File: src/rtl/rid_pe_pkg.sv
package rid_pe_pkg;
  localparam int RID_W  = 16;
  localparam int BUS_W  = 8;
  localparam int DEV_W  = 5;
  localparam int FN_W   = 3;
  localparam int CODE_W = 3;

  typedef enum logic [1:0] {
    ACT_UNMAP = 2'd0,
    ACT_MAP   = 2'd1
  } pe_act_e;

  typedef struct packed {
    logic              valid;
    logic [CODE_W-1:0] bus_code;
    logic              dev_cmp;
    logic              fn_cmp;
    logic [BUS_W-1:0]  bus;
    logic [DEV_W-1:0]  dev;
    logic [FN_W-1:0]   fn;
  } pe_rec_t;

  // code 0: no bus bits compared; code c>0: top c+1 bits compared
  function automatic logic [BUS_W-1:0] bus_mask(input logic [CODE_W-1:0] code);
    logic [BUS_W-1:0] m;
    if (code == '0) m = '0;
    else            m = {BUS_W{1'b1}} << (3'd7 - code);
    return m;
  endfunction
endpackage

File: src/rtl/rid_pe_wr_dec.sv
module rid_pe_wr_dec
  import rid_pe_pkg::*;
#(
  parameter int NUM_PE  = 12,
  parameter int PE_IN_W = 8
) (
  input  logic               wr_en,
  input  logic [PE_IN_W-1:0] wr_pe,
  input  logic [1:0]         wr_action,
  input  logic [3:0]         wr_bus_code,
  input  logic [RID_W-1:0]   wr_bdf,
  input  logic               wr_dev_cmp,
  input  logic               wr_fn_cmp,
  output logic [NUM_PE-1:0]  we_vec,
  output pe_rec_t            wr_rec,
  output logic               wr_err
);
  logic pe_ok;
  logic act_ok;
  logic code_ok;
  logic accept;

  always_comb begin
    pe_ok   = (wr_pe < PE_IN_W'(NUM_PE));
    act_ok  = (wr_action == ACT_MAP) || (wr_action == ACT_UNMAP);
    code_ok = !wr_bus_code[3];
    accept  = wr_en && pe_ok && act_ok && code_ok;
    wr_err  = wr_en && !(pe_ok && act_ok && code_ok);
  end

  always_comb begin
    wr_rec.valid    = (wr_action == ACT_MAP);
    wr_rec.bus_code = wr_bus_code[CODE_W-1:0];
    wr_rec.dev_cmp  = wr_dev_cmp;
    wr_rec.fn_cmp   = wr_fn_cmp;
    wr_rec.bus      = wr_bdf[15:8];
    wr_rec.dev      = wr_bdf[7:3];
    wr_rec.fn       = wr_bdf[2:0];
  end

  for (genvar i = 0; i < NUM_PE; i++) begin : g_we
    assign we_vec[i] = accept && (wr_pe == PE_IN_W'(i));
  end
endmodule

File: src/rtl/rid_pe_entry.sv
module rid_pe_entry
  import rid_pe_pkg::*;
(
  input  logic             clk,
  input  logic             rst_n,
  input  logic             we,
  input  pe_rec_t          wr_rec,
  input  logic [RID_W-1:0] lk_rid,
  output logic             hit
);
  pe_rec_t rec_q;
  pe_rec_t rec_d;

  always_comb begin
    rec_d = rec_q;
    if (we) rec_d = wr_rec;
  end

  always_ff @(posedge clk or negedge rst_n) begin
    if (!rst_n)  rec_q <= '0;
    else if (we) rec_q <= rec_d;
  end

  logic [BUS_W-1:0] mask;
  logic             bus_ok;
  logic             dev_ok;
  logic             fn_ok;

  always_comb begin
    mask   = bus_mask(rec_q.bus_code);
    bus_ok = ((lk_rid[15:8] ^ rec_q.bus) & mask) == '0;
    dev_ok = !rec_q.dev_cmp || (lk_rid[7:3] == rec_q.dev);
    fn_ok  = !rec_q.fn_cmp  || (lk_rid[2:0] == rec_q.fn);
    hit    = rec_q.valid && bus_ok && dev_ok && fn_ok;
  end
endmodule

File: src/rtl/rid_pe_prio.sv
module rid_pe_prio #(
  parameter int N     = 12,
  parameter int IDX_W = 4
) (
  input  logic [N-1:0]     vec,
  output logic             hit,
  output logic [IDX_W-1:0] idx
);
  always_comb begin
    idx = '0;
    for (int i = N - 1; i >= 0; i--) begin
      if (vec[i]) idx = IDX_W'(i);
    end
    hit = |vec;
  end
endmodule

File: src/rtl/rid_pe_mapper.sv
module rid_pe_mapper
  import rid_pe_pkg::*;
#(
  parameter int NUM_PE   = 12,
  parameter int PE_IN_W  = 8,
  localparam int PE_IDX_W = (NUM_PE > 1) ? $clog2(NUM_PE) : 1
) (
  input  logic                clk,
  input  logic                rst_n,
  input  logic                wr_en,
  input  logic [PE_IN_W-1:0]  wr_pe,
  input  logic [1:0]          wr_action,
  input  logic [3:0]          wr_bus_code,
  input  logic [15:0]         wr_bdf,
  input  logic                wr_dev_cmp,
  input  logic                wr_fn_cmp,
  output logic                wr_err,
  input  logic [15:0]         lk_rid,
  output logic                lk_hit,
  output logic [PE_IDX_W-1:0] lk_pe,
  output logic [NUM_PE-1:0]   match_vec
);
  logic [NUM_PE-1:0] we_vec;
  pe_rec_t           wr_rec;

  rid_pe_wr_dec #(.NUM_PE(NUM_PE), .PE_IN_W(PE_IN_W)) u_dec (
    .wr_en      (wr_en),
    .wr_pe      (wr_pe),
    .wr_action  (wr_action),
    .wr_bus_code(wr_bus_code),
    .wr_bdf     (wr_bdf),
    .wr_dev_cmp (wr_dev_cmp),
    .wr_fn_cmp  (wr_fn_cmp),
    .we_vec     (we_vec),
    .wr_rec     (wr_rec),
    .wr_err     (wr_err)
  );

  for (genvar i = 0; i < NUM_PE; i++) begin : g_pe
    rid_pe_entry u_entry (
      .clk   (clk),
      .rst_n (rst_n),
      .we    (we_vec[i]),
      .wr_rec(wr_rec),
      .lk_rid(lk_rid),
      .hit   (match_vec[i])
    );
  end

  rid_pe_prio #(.N(NUM_PE), .IDX_W(PE_IDX_W)) u_prio (
    .vec(match_vec),
    .hit(lk_hit),
    .idx(lk_pe)
  );
endmodule

File: config.mk
export PLATFORM = sky130hd
export DESIGN_NAME = rid_pe_mapper
export DESIGN_NICKNAME = d
export VERILOG_FILES = /design/src/rtl/rid_pe_pkg.sv /design/src/rtl/rid_pe_wr_dec.sv /design/src/rtl/rid_pe_entry.sv /design/src/rtl/rid_pe_prio.sv /design/src/rtl/rid_pe_mapper.sv
export SDC_FILE = /design/constraint.sdc
export NUM_CORES = 1
export LEC_CHECK = 0
export BUFFER_PORTS_ARGS = -buffer_cell sky130_fd_sc_hd__buf_4
export CAP_MARGIN = 0
export CORE_MARGIN = 8
export CORE_UTILIZATION = 56
export CTS_CLUSTER_SIZE = 30
export DETAILED_ROUTE_END_ITERATION = 8
export GPL_TIMING_DRIVEN = 0
export PLACE_DENSITY_LB_ADDON = 0.15
export SYNTH_ARGS = -nofsm -noshare
export SYNTH_HDL_FRONTEND = slang
export SYNTH_SLANG_ARGS = --single-unit
File: constraint.sdc
create_clock -name clk -period 2.46 [get_ports clk]
set_clock_uncertainty 0.2 [all_clocks]
set_input_delay 0.369 -clock clk [delete_from_list [all_inputs] [get_ports clk]]
set_output_delay 0.369 -clock clk [all_outputs]
set_load 0.02 [all_outputs]
Word level (Yosys, flattened, before mapping)

Index checks and enable logic that the tools add are counted.

Magnitude comparators: 1
Muxes and demuxes: 24
Equality and inequality tests: 36
Bitwise logic cells: 24
Add/sub/neg operators: 12
Reductions and logical operators: 132
Shift-type cells: 12

Operator list:

| cell                                                                  | count |
|---|---|
| 8-bit zero test                                                       | 13 |
| 8-bit AND                                                             | 12 |
| 8-bit two-way mux                                                     | 12 |
| 8-bit by 3-bit left shift with 8-bit output, first input constant     | 12 |
| 8-bit bitwise XOR                                                     | 12 |
| 5-bit equality test                                                   | 12 |
| 1-bit logical AND                                                     | 54 |
| 4-bit two-way mux                                                     | 12 |
| 3-bit equality test                                                   | 12 |
| 3-bit zero test                                                       | 12 |
| 3-bit subtractor, first input constant                                | 12 |
| 8-bit by 3-bit equality test with 1-bit output, second input constant | 4 |
| 8-bit by 4-bit equality test with 1-bit output, second input constant | 4 |
| 1-bit zero test                                                       | 26 |
| 1-bit logical OR                                                      | 25 |
| 8-bit by 2-bit equality test with 1-bit output, second input constant | 2 |
| 12-bit OR reduction                                                   | 1 |
| 8-bit by 1-bit equality test with 1-bit output, second input constant | 1 |
| 8-bit by 4-bit < comparator with 1-bit output, second input constant  | 1 |
| 2-bit by 1-bit equality test with 1-bit output, second input constant | 1 |
| 2-bit zero test                                                       | 1 |

Bits in registers: 264
Logic and storage cells: 325

Longest topological paths before layout

Gate-level depths: netlist (run 1).

Depth after elaboration: 20
Mapped depth: 9
Mapped depth without buffers: 8

Cells and area by module

Synthesis (run 1) repeated with hierarchy kept, for this count alone.

Cell total of the unflattened synthesis: 992
Area, all modules: 13130.1 um2

By module, submodules not included:

| module        | instances | cells each | area each (um2) | seq. area each (um2) |
|---|---|---|---|---|
| rid_pe_entry  | 12        | 77         | 1056.0          | 550.5 |
| rid_pe_wr_dec | 1         | 46         | 329.1           | 0.0 |
| rid_pe_prio   | 1         | 22         | 128.9           | 0.0 |

Worst setup path after synthesis (run 1)

Ideal clock, no wire load.

Path kind: input to output
Start point: input port lk_rid[1]
End point: output port lk_pe[1]
Arrival: 2.643 ns
Data required time: 1.891 ns
Stages on the path: 8
Buffers on the path: 1
Path slack: -0.752 ns
Path through: buf_2 xor2_1 o31ai_1 o2111ai_1 a2111oi_1 nor2_1 o31a_1 o41ai_1

Elaborated cells between the ends (all ways): 48

RTL lines:

| item                             | line                | RTL |
|---|---|---|
| start: declaration               | rid_pe_mapper.sv:18 | `input logic [15:0] lk_rid,` |
| 3-bit equality test              | rid_pe_entry.sv:33  | `fn_ok = !rec_q.fn_cmp \|\| (lk_rid[2:0] == rec_q.fn);` |
| 1-bit logical OR                 | rid_pe_entry.sv:33  |  |
| 1-bit logical AND                | rid_pe_entry.sv:34  | `hit = rec_q.valid && bus_ok && dev_ok && fn_ok;` |
| named net g_pe[10].u_entry.hit   | rid_pe_entry.sv:9   | `output logic hit` |
| 4-bit two-way mux (11 in series) | rid_pe_prio.sv:12   | `if (vec[i]) idx = IDX_W'(i);` |
| end: declaration                 | rid_pe_mapper.sv:20 | `output logic [PE_IDX_W-1:0] lk_pe,` |

The timed path passes the listed nets, and every way through them passes these cells.

Worst setup path in the final report (run 1)

Start point: register g_pe[5].u_entry.rec_q[15] (netlist bit)
End point: output port lk_pe[0]

Cells in the longest elaborated chain, start to end: 12

Ends and longest elaborated chain:

| item                            | line               | RTL |
|---|---|---|
| start: declaration              | rid_pe_entry.sv:11 | `pe_rec_t rec_q;` |
| start signal: assignment        | rid_pe_entry.sv:21 | `else if (we) rec_q <= rec_d;` |
| 8-bit bitwise XOR               | rid_pe_entry.sv:31 | `bus_ok = ((lk_rid[15:8] ^ rec_q.bus) & mask) == '0;` |
| 8-bit AND                       | rid_pe_entry.sv:31 |  |
| 8-bit zero test                 | rid_pe_entry.sv:31 |  |
| 1-bit logical AND (3 in series) | rid_pe_entry.sv:34 |  |
| named net g_pe[5].u_entry.hit   | rid_pe_entry.sv:9  |  |
| 4-bit two-way mux (6 in series) | rid_pe_prio.sv:12  |  |

The timed path passes the listed nets, and every way through them passes these cells.

==> metrics.txt, run 1 <==
top sig layer met4; Nets 1,228; post-route clock period utilization 139.4%; DPL Wire Length 22.70 mm; Die Width 168.4 um; Cell Count, Final, Fillers Out 1,483; wire per inst 21.30 um; CTS H-tree lvls 1; synthesis-to-layout area growth 24.86%; Slew @ Worst Pin 995.3 ps; initial antenna violation count 0; Core ar. 0.02271 sq mm; drt total wl 31.59 mm; post-synthesis sequential area ratio 50.81%; slowest cell delay on critical path 440 ps; async set or reset register ratio after synthesis 100.0%; Initial Utilization 57.25%; grt total ovfl 0; first-pass GRT wire length 50.15 mm; Worst Path Buf+Inv 1; clk buf depth 3; total CTS buffers 29; Post-synth EDFFs 0; DRC viols 0; top_reg_cell synth dfrtp_1; area of the mapped netlist 0.01300 sq mm; M1 WL 14.57 mm; CP Capture Type output pin; pwr/cell area 573.2 mW/mm^2; CTS tree built; Switching Share 23.41%; Sinks on Clock Net 264; Sw Pwr 0.002178 W; violated checks setup timing; Int Power 0.007127 W; Clock power frac 44.5%; top cells by area, synth dfrtp_1 51%, mux2_2 22%, xnor2_1 6.5%; status finished with violations; Arr. time, crit path 2860 ps; die height 168.4 um; CP max-delay cell or4_4; instance count of the mapped netlist 1,029; GP Congestion 0.8540; worst-path fanout max 2; Final Hold Fails 0; Filler Cells Inserted 1,629; remaining antenna violation count after routing 0; HP Class in2reg; LEAKAGE 7.717 nW; DP Worst Slack -909.3 ps; register share of total power 47.6%; CTS root buf clkbuf_16; critical path class reg2out; vias after detailed routing 8,387; Synth Register Bits 264; vias in the first global route 8,897; fin worst setup slack -969.1 ps; Max-Cap Viols 0; DR WL met2 14.76 mm; unique cell type count in the Yosys netlist 55; commonest cells after routing, fill and taps aside 261 x dfrtp_1, 234 x mux2_2, 92 x xor2_1; Setup Viol. Count Final 22; DR vias/cell 5.655; relative slew slack 33.51%; met3 WL post-DR 1.245 mm; worst path required time 1890 ps; Detailed Route Iter0 Violations 477; syn nets 1,080; most common cell after layout, fill and taps aside dfrtp_1; Tot Pwr 0.009305 W; Max VDD drop 0.0006924 V; Largest regs g_pe.u_entry.rec_q: 264 flops; minimum clock period 3429 ps; ANT cells 0; Worst-Skew Late Latency 530 ps; max reg flops 264; unrepaired setup endpoints after global routing yes; I/O Pins 69; CP Launch Type flip-flop; largest net degree at the start of global routing 114; area leader, netlist dfrtp_1; Logic pwr share 7.9%; Syn Area/Cell 12.63 sq um; die area 0.02835 sq mm; global-route usage over all layers 22.48%; I/O Buffers 68; Synth top area share 50.81%; fmax 0.2916 GHz; CP top delay family simple AND/OR/NAND/NOR gates; share of cells above drive strength 1 45.08%; DR pass1 iterations 5; Syn. warnings 0; dpl cells 1,384; Rows 55; Reg with most FFs g_pe.u_entry.rec_q; Pins Over Slew Limit 0; Clock transition at path regs 60 ps; CP Cell Sequence xor2_2 > nor3_2 > o2111ai_2 > a2111oi_4 > nor2b_1 > or4_4 > o22ai_4 > buf_6
## layout make-up
cell class | instances | area, sq um | share of cell area [%]
flip-flops and latches | 264 | 6610 | 40.72
multi-input cells | 674 | 6591 | 40.60
repair buffers | 126 | 1204 | 7.415
clock buffers | 44 | 872.1 | 5.372
plain buffers | 67 | 493.0 | 3.037
well taps | 285 | 356.6 | 2.197
inverters | 15 | 56.30 | 0.3468
clock inverters | 8 | 50.05 | 0.3083
## synth_stat cells (all sizes together) (2+ instances only)
cell and instances:
inv 15, nor2 18, and2 4, xor2 96, nand2b 6, a2111oi 6, o31a 7, o21ai 37
xnor2 96, buf 52, a221oi 3, dfrtp 264, a21oi 26, nand4b 2, nor2b 6, o211ai 2
nand2 23, a211oi 4, o41ai 2, clkbuf 24, a31oi 7, nor4 2, a21o 2, o31ai 12
nor3b 2, nand3 21, nor3 8, or4 2, o2111ai 4, and3 2, mux2 255, nand4 5
## stage by stage
step                      util [%]  setup TNS (ps)  instance area [sq um]  hold WS [ps]
after floorplan                  -          -29760                  13280        -126.6
after global routing         71.48           -9972                  16230         56.25
final                        71.48           -8147                  16230         77.90
after global placement       62.30         -521870                  14150         258.3
after CTS                    69.88           -8332                  15870         51.79
after detailed placement     62.57         -149830                  14210         114.2
## cells by family after synthesis
| kind of cell | share of synthesized area [%] |
|---|---|
| AND/OR/NAND/NOR | 4.273 |
| flip-flops | 50.81 |
| buffers and inverters | 3.647 |
| XOR/XNOR | 12.93 |
| AO/OA/AOI/OAI | 6.246 |
| multiplexers | 22.09 |
## repair_timing
item	4_1_cts	5_1_grt
cloned	0	1
resized for setup	89	68
hold buffers	22	0
setup endpoints to repair	163	180
hold endpoints to repair	94	0
pin swaps	49	37
setup buffers	23	11
## worst paths after layout
check,startpoint,end,slack (ps),cells past startpoint
worst max-delay path,g_pe[5].u_entry.rec_q[15],lk_pe[0],-970,8
worst min-delay path,wr_action[0],g_pe[1].u_entry.rec_q[21],80,3
worst max register to register,g_pe[2].u_entry.rec_q[18],g_pe[2].u_entry.rec_q[18],1270,2
worst min register to register,g_pe[9].u_entry.rec_q[21],g_pe[9].u_entry.rec_q[21],280,2
max in group asynchronous,rst_n,g_pe[2].u_entry.rec_q[19],1000,3
min in group asynchronous,rst_n,g_pe[4].u_entry.rec_q[5],130,2
## worst register-to-register path, delay by kind of cell (launching register included)
kind	cells	cell delay, ps
DFF	1	450
muxes	1	260
buffers and inverters	1	170
## power groups by stage
stage	Clock (W)	Combinational [W]	Sequential (W)
5_1_grt	0.00438	0.000807	0.00443
6_report	0.00414	0.000737	0.00443
3_3_place_gp	0	0.000644	0.00450
4_1_cts	0.00423	0.000721	0.00443
2_1_floorplan	0	0.000350	0.00450
3_5_place_dp	0	0.000660	0.00450
## metal layers
layer	vias up	track usage [%]
met5	-	0
met4	0	7.298
met3	61	3.204
met2	183	35.80
met1	4251	31.27
li1	3892	-
Note: power is estimated with default switching activity, not from simulation.
==> run 2: changes to the inputs <==
- clock period: 2.46 -> 3.1 ns (I/O delays scaled with it)
==> run 2 against run 1 <==
Compared with the run above: the flow still finishes with violations (setup timing); combinational power down 26%; utilization decreased by 2.4 points; clock power fell by 11%; sequential power decreased by 21%; wire length decreased by 2.3%; total power shrank 17%; first-iteration DRC count up 6.5%; design area down 3.4%; critical path depth up 3; sequential cell count did not move; via count shrank 0.68%; critical endpoint is now lk_pe[1]; largest power group is now clock.
==> metrics.txt, run 2 (same netlist as run 1, synthesis figures left out) <==
status finished with violations; violated checks setup timing; CTS tree built; Logic pwr share 7.1% (-0.8 points); synthesis-to-layout area growth 20.59%; worst r2r src g_pe[11].u_entry.rec_q[18]; die height 168.4 um (unchanged); Core ar. 0.02271 sq mm (unchanged); Slew @ Worst Pin 1112 ps (+116.6 ps); DRC viols 0 (unchanged); worst path required time 2430 ps (+540 ps); minimum clock period 3570 ps; clk buf depth 3 (unchanged); CP Launch Type primary input; Int Power 0.006022 W (-16%); worst reg-to-reg path cell count 1 (-1); remaining antenna violation count after routing 0 (unchanged); DPL Wire Length 21.93 mm (-3.4%); DR vias/cell 5.651 (about the same); critical path class in2out; pwr/cell area 493.9 mW/mm^2 (-14%); global-route usage over all layers 22.33% (-0.15 points); I/O Buffers 68 (unchanged); post-route clock period utilization 115.2%; drt total wl 30.85 mm (-2.3%); register-to-register path setup slack 2030 ps (+760 ps); ANT cells 0 (unchanged); DR pass1 iterations 5 (unchanged); Filler Cells Inserted 1,691 (+3.8%); Nets 1,219 (-0.73%); register share of total power 45.4% (-2.2 points); CP Capture Type output pin; initial antenna violation count 0 (unchanged); Clock power frac 47.6% (+3.1 points); unrepaired setup endpoints after global routing yes; Sw Pwr 0.001723 W (-21%); vias in the first global route 8,785 (-1.3%); LEAKAGE 7.610 nW (-1.4%); GP Congestion 0.8453 (-1.0%); largest net degree at the start of global routing 117 (+2.6%); most common cell after layout, fill and taps aside dfrtp_1; CTS root buf clkbuf_16; worst-path fanout max 10 (+8); grt total ovfl 0 (unchanged); Detailed Route Iter0 Violations 508 (+6.5%); Max VDD drop 0.0003946 V (-43%); die area 0.02835 sq mm (unchanged); HP Class in2async; vias after detailed routing 8,330 (-0.68%); fmax 0.2801 GHz; Setup Viol. Count Final 5 (-77%); share of cells above drive strength 1 41.04% (-4.0 points); r2r endpoint g_pe[11].u_entry.rec_q[18]; I/O Pins 69 (unchanged); commonest cells after routing, fill and taps aside 264 x dfrtp_1, 252 x mux2_2, 97 x buf_4; DP Worst Slack -1072 ps (-162.9 ps); Rows 55 (unchanged); CTS H-tree lvls 1 (unchanged); cell area after layout 0.01568 sq mm (-3.4%); FF+latch area 0.006606 sq mm (about the same); wire per inst 20.93 um (-1.7%); Pins Over Slew Limit 0 (unchanged); Initial Utilization 57.25% (unchanged); dpl cell area 0.01394 sq mm (-1.9%); Largest regs g_pe.u_entry.rec_q: 264 flops; Clock transition at path regs 60 ps (about the same); max reg flops 264 (unchanged); relative slew slack 25.72% (-7.8 points); hold_ws 216.2 ps (+138.3 ps); Worst-Skew Late Latency 540 ps (about the same); Final Hold Fails 0 (unchanged); Tot Pwr 0.007744 W (-17%); first-pass GRT wire length 50.16 mm (about the same); Arr. time, crit path 2900 ps (+40 ps); Reg with most FFs g_pe.u_entry.rec_q; Switching Share 22.24% (-1.2 points); total CTS buffers 29 (unchanged); Sinks on Clock Net 264 (unchanged); Die Width 168.4 um (unchanged); fin worst setup slack -470.0 ps (+499.1 ps); footprint of the multi-input gates 0.006246 sq mm (-5.2%); Max-Cap Viols 0 (unchanged)
[run 2: cell count changes in the layout (fill, tap and decap cells not counted), moves of 6 or more]
cell,change
buf_4,+15
o21ai_0,+6
mux2_2,+18
xnor2_2,-8
buf_6,-35
mux2_4,-19
xnor2_1,+8
buf_2,+17
[run 2: stage by stage]
step / setup TNS (ps) / utilization [%] / cells
after floorplan: -64.32 / - / 1029
after global placement: -311620 / 61.10 / 1382
after detailed placement: -78080 / 61.41 / 1385
after CTS: -1508 / 68.13 / 1465
after global routing: -2398 / 69.04 / 1474
final: -1636 / 69.04 / 1474
[run 2: final cells by class]
| type | count | area share (%) |
|---|---|---|
| flip-flops and latches | 264 | 42.14 |
| multi-input cells | 674 | 39.84 |
| repair buffers | 109 | 6.145 |
| clock buffers | 42 | 5.450 |
| plain buffers | 75 | 2.641 |
| well taps | 285 | 2.274 |
| clock inverters | 10 | 1.157 |
| inverters | 15 | 0.3591 |
[run 2: what timing repair did]
| item | in CTS | in global routing |
|---|---|---|
| buffers inserted | 6 | 11 |
| hold buffers | 22 | 0 |
| gates resized for setup | 39 | 27 |
| pin swaps | 9 | 8 |
| setup endpoints to repair | 28 | 58 |
| hold endpoints to repair | 89 | 0 |
[run 2: worst max-delay path by stage]
stage / start / endpoint / cells after the start
after floorplan: lk_rid[1] / lk_pe[1] / 8
after global placement: lk_rid[3] / lk_pe[2] / 8
after detailed placement: lk_rid[1] / lk_pe[1] / 10
after CTS: g_pe[10].u_entry.rec_q[15] / lk_pe[1] / 8
after global routing: g_pe[11].u_entry.rec_q[13] / lk_pe[1] / 9
final: lk_rid[14] / lk_pe[1] / 11
[run 2: power groups by stage]
stage          sequential (W)  combinational (W)  clock, W
5_1_grt               0.00352           0.000602   0.00389
3_5_place_dp          0.00357           0.000503         0
6_report              0.00351           0.000548   0.00368
4_1_cts               0.00351           0.000544   0.00375
2_1_floorplan         0.00357           0.000260         0
3_3_place_gp          0.00357           0.000490         0
[run 2: metal layers]
layer,wire length (um),up-vias,track usage (%)
met2,14290,154,35.87
met4,703,0,5.085
met1,14650,4263,31.81
met5,0,-,0
met3,1209,45,2.900
li1,-,3868,-
[run 2: worst max-delay path, cell delays in order]
cell,delay (ps)
buf_4,110
buf_2,370
xnor2_2,190
nand3_2,170
a2111oi_4,410
o2111ai_2,160
inv_1,110
nor2_1,60
o31a_1,280
o41ai_4,320
buf_4,220
==> run 3: changes to the inputs <==
--- a/config.mk
+++ b/config.mk
@@ -12,5 +12,4 @@
 export CTS_CLUSTER_SIZE = 30
 export DETAILED_ROUTE_END_ITERATION = 8
-export GPL_TIMING_DRIVEN = 0
 export PLACE_DENSITY_LB_ADDON = 0.15
 export SYNTH_ARGS = -nofsm -noshare
==> constraint.sdc (replaced) <==
create_clock -name clk -period 3.1 [get_ports clk]
set_clock_uncertainty 0.2 [all_clocks]
set_input_delay 0.62 -clock clk [delete_from_list [all_inputs] [get_ports clk]]
set_output_delay 0.62 -clock clk [all_outputs]
set_load 0.02 [all_outputs]
==> run 3 against run 2 <==
Compared with the run above: the flow still finishes with violations (setup timing); hold slack worse by 10 ps; critical path depth down 3; setup slack lost 100 ps; die area unchanged; via count shrank 1.7%; global-route usage shrank 0.74 points; clock power fell by 9.5%; register-to-register slack worse by 100 ps; critical path type is now reg2out; highest routed layer unchanged.
==> metrics.txt, run 3 (same netlist as run 1, synthesis figures left out) <==
status finished with violations; violated checks setup timing; CP Capture Type output pin; Initial Utilization 57.25% (unchanged); DR pass1 iterations 4 (-1); unrepaired setup endpoints after global routing yes; pwr/cell area 466.4 mW/mm^2 (-5.6%); fin worst setup slack -573.9 ps (-103.9 ps); CTS root buf clkbuf_16; Rows 55 (unchanged); Reg with most FFs g_pe.u_entry.rec_q; cell area after layout 0.01591 sq mm (+1.5%); CP Launch Type flip-flop; share of cells above drive strength 1 45.97% (+4.9 points); max reg flops 264 (unchanged); hold_ws 205.7 ps (-10.49 ps); Core ar. 0.02271 sq mm (unchanged); CTS tree built; vias in the first global route 8,673 (-1.3%); Largest regs g_pe.u_entry.rec_q: 264 flops; die area 0.02835 sq mm (unchanged); total CTS buffers 28 (-3.4%); Pins Over Slew Limit 0 (unchanged); synthesis-to-layout area growth 22.40%; Max VDD drop 0.0005154 V (+31%); most common cell after layout, fill and taps aside dfrtp_1; I/O Pins 69 (unchanged); Final Hold Fails 0 (unchanged); clk buf depth 3 (unchanged); HP Class in2reg; first-pass GRT wire length 48.69 mm (-2.9%); Worst path most repeated cell o31a_1; Die Width 168.4 um (unchanged); dpl cells 1,396 (+0.79%); GP Congestion 0.8160 (-3.5%); Clock transition at path regs 60 ps (about the same); Tot Pwr 0.007423 W (-4.1%); DPL Wire Length 21.43 mm (-2.3%); CP max-delay cell dfrtp_1; relative slew slack 40.00% (+14 points); initial antenna violation count 0 (unchanged); CP Cell Sequence xnor2_2 > nand3_1 > o31a_1 > a2111oi_4 > nor2_2 > o31a_1 > o41ai_4 > buf_4; worst path required time 2280 ps (-150 ps); slowest cell delay on critical path 400 ps (about the same); DR vias/cell 5.642 (-0.17%); wire per inst 21.05 um (+0.59%); commonest cells after routing, fill and taps aside 263 x dfrtp_1, 252 x mux2_2, 120 x buf_4; DP Worst Slack -526.6 ps (+545.6 ps); die height 168.4 um (unchanged); Max-Cap Viols 0 (unchanged); Sinks on Clock Net 264 (unchanged); grt total ovfl 0 (unchanged); ANT cells 0 (unchanged); Worst-Skew Late Latency 550 ps (about the same); critical path class reg2out; drt total wl 30.55 mm (-0.98%); largest net degree at the start of global routing 106 (-9.4%); FF+latch area 0.006608 sq mm (about the same); remaining antenna violation count after routing 0 (unchanged); Setup Viol. Count Final 7 (+2); Arr. time, crit path 2850 ps (-50 ps); Detailed Route Iter0 Violations 437 (-14%); I/O Buffers 68 (unchanged); footprint of the multi-input gates 0.006421 sq mm (+2.8%); Slew @ Worst Pin 898.1 ps (-213.7 ps); global-route usage over all layers 21.59% (-0.74 points); worst-path fanout max 2 (-8); fmax 0.2722 GHz (-2.8%); CTS H-tree lvls 1 (unchanged); minimum clock period 3674 ps (+103.9 ps); vias after detailed routing 8,186 (-1.7%); DRC viols 0 (unchanged); Filler Cells Inserted 1,643 (-2.8%); post-route clock period utilization 118.5% (+3.4 points); LEAKAGE 7.704 nW (+1.2%); dpl cell area 0.01449 sq mm (+3.9%); Nets 1,198 (-1.7%); Cell Count, Final, Fillers Out 1,451 (-1.6%)
[run 3: power breakdown]
part / internal (W) / switching, W
Sequential: 0.00348 / 0.0000280
Combinational: 0.000242 / 0.000338
Clock: 0.00199 / 0.00135
[run 3: repair_timing]
action,in CTS,in global routing
setup buffers,7,4
hold endpoints to repair,162,0
pin swaps,27,26
resized for setup,33,58
endpoints found under the setup margin,15,16
hold buffers,1,0
[run 3: worst paths after layout]
path / from / depth (start not counted) / slack, ps / endpoint
max: g_pe[10].u_entry.rec_q[6] / 8 / -570 / lk_pe[1]
min: wr_bdf[0] / 2 / 210 / g_pe[8].u_entry.rec_q[0]
max reg2reg: g_pe[11].u_entry.rec_q[18] / 2 / 1930 / g_pe[11].u_entry.rec_q[18]
min reg2reg: g_pe[9].u_entry.rec_q[21] / 2 / 290 / g_pe[9].u_entry.rec_q[21]
max in group asynchronous: rst_n / 3 / 1630 / g_pe[0].u_entry.rec_q[10]
min in group asynchronous: rst_n / 2 / 240 / g_pe[7].u_entry.rec_q[6]
[run 3: layer usage]
layer  GRT usage, %  vias to the layer above  wire [um]
li1               -                     3825          -
met1          28.80                     4156      13490
met2          36.57                      145      15140
met3          2.783                       60       1166
met4          5.901                        0        752
met5              0                        -          0
[run 3: layout make-up]
cell class | instances | area share [%]
Inverter | 15 | 0.3538
Multi-Input combinational cell | 674 | 40.35
Clock inverter | 9 | 0.6840
Tap cell | 285 | 2.241
Clock buffer | 40 | 5.126
Sequential cell | 264 | 41.52
Timing Repair Buffer | 164 | 9.726
[run 3: critical path, delay by kind of cell, from the launching register on]
kind                   cells  cell delay (ps)
AND/OR/NAND/NOR            2              160
flip-flops                 1              400
AO/OA/AOI/OAI              4             1390
XOR/XNOR                   1              130
buffers and inverters      1              210
[run 3: per-stage QoR]
| stage | util, % | TNS [ps] |
|---|---|---|
| 3_5_place_dp | 63.82 | -40110 |
| 6_report | 70.08 | -2564 |
| 5_1_grt | 70.08 | -3501 |
| 3_3_place_gp | 63.82 | -35100 |
| 2_1_floorplan | - | -105.9 |
| 4_1_cts | 68.80 | -2795 |
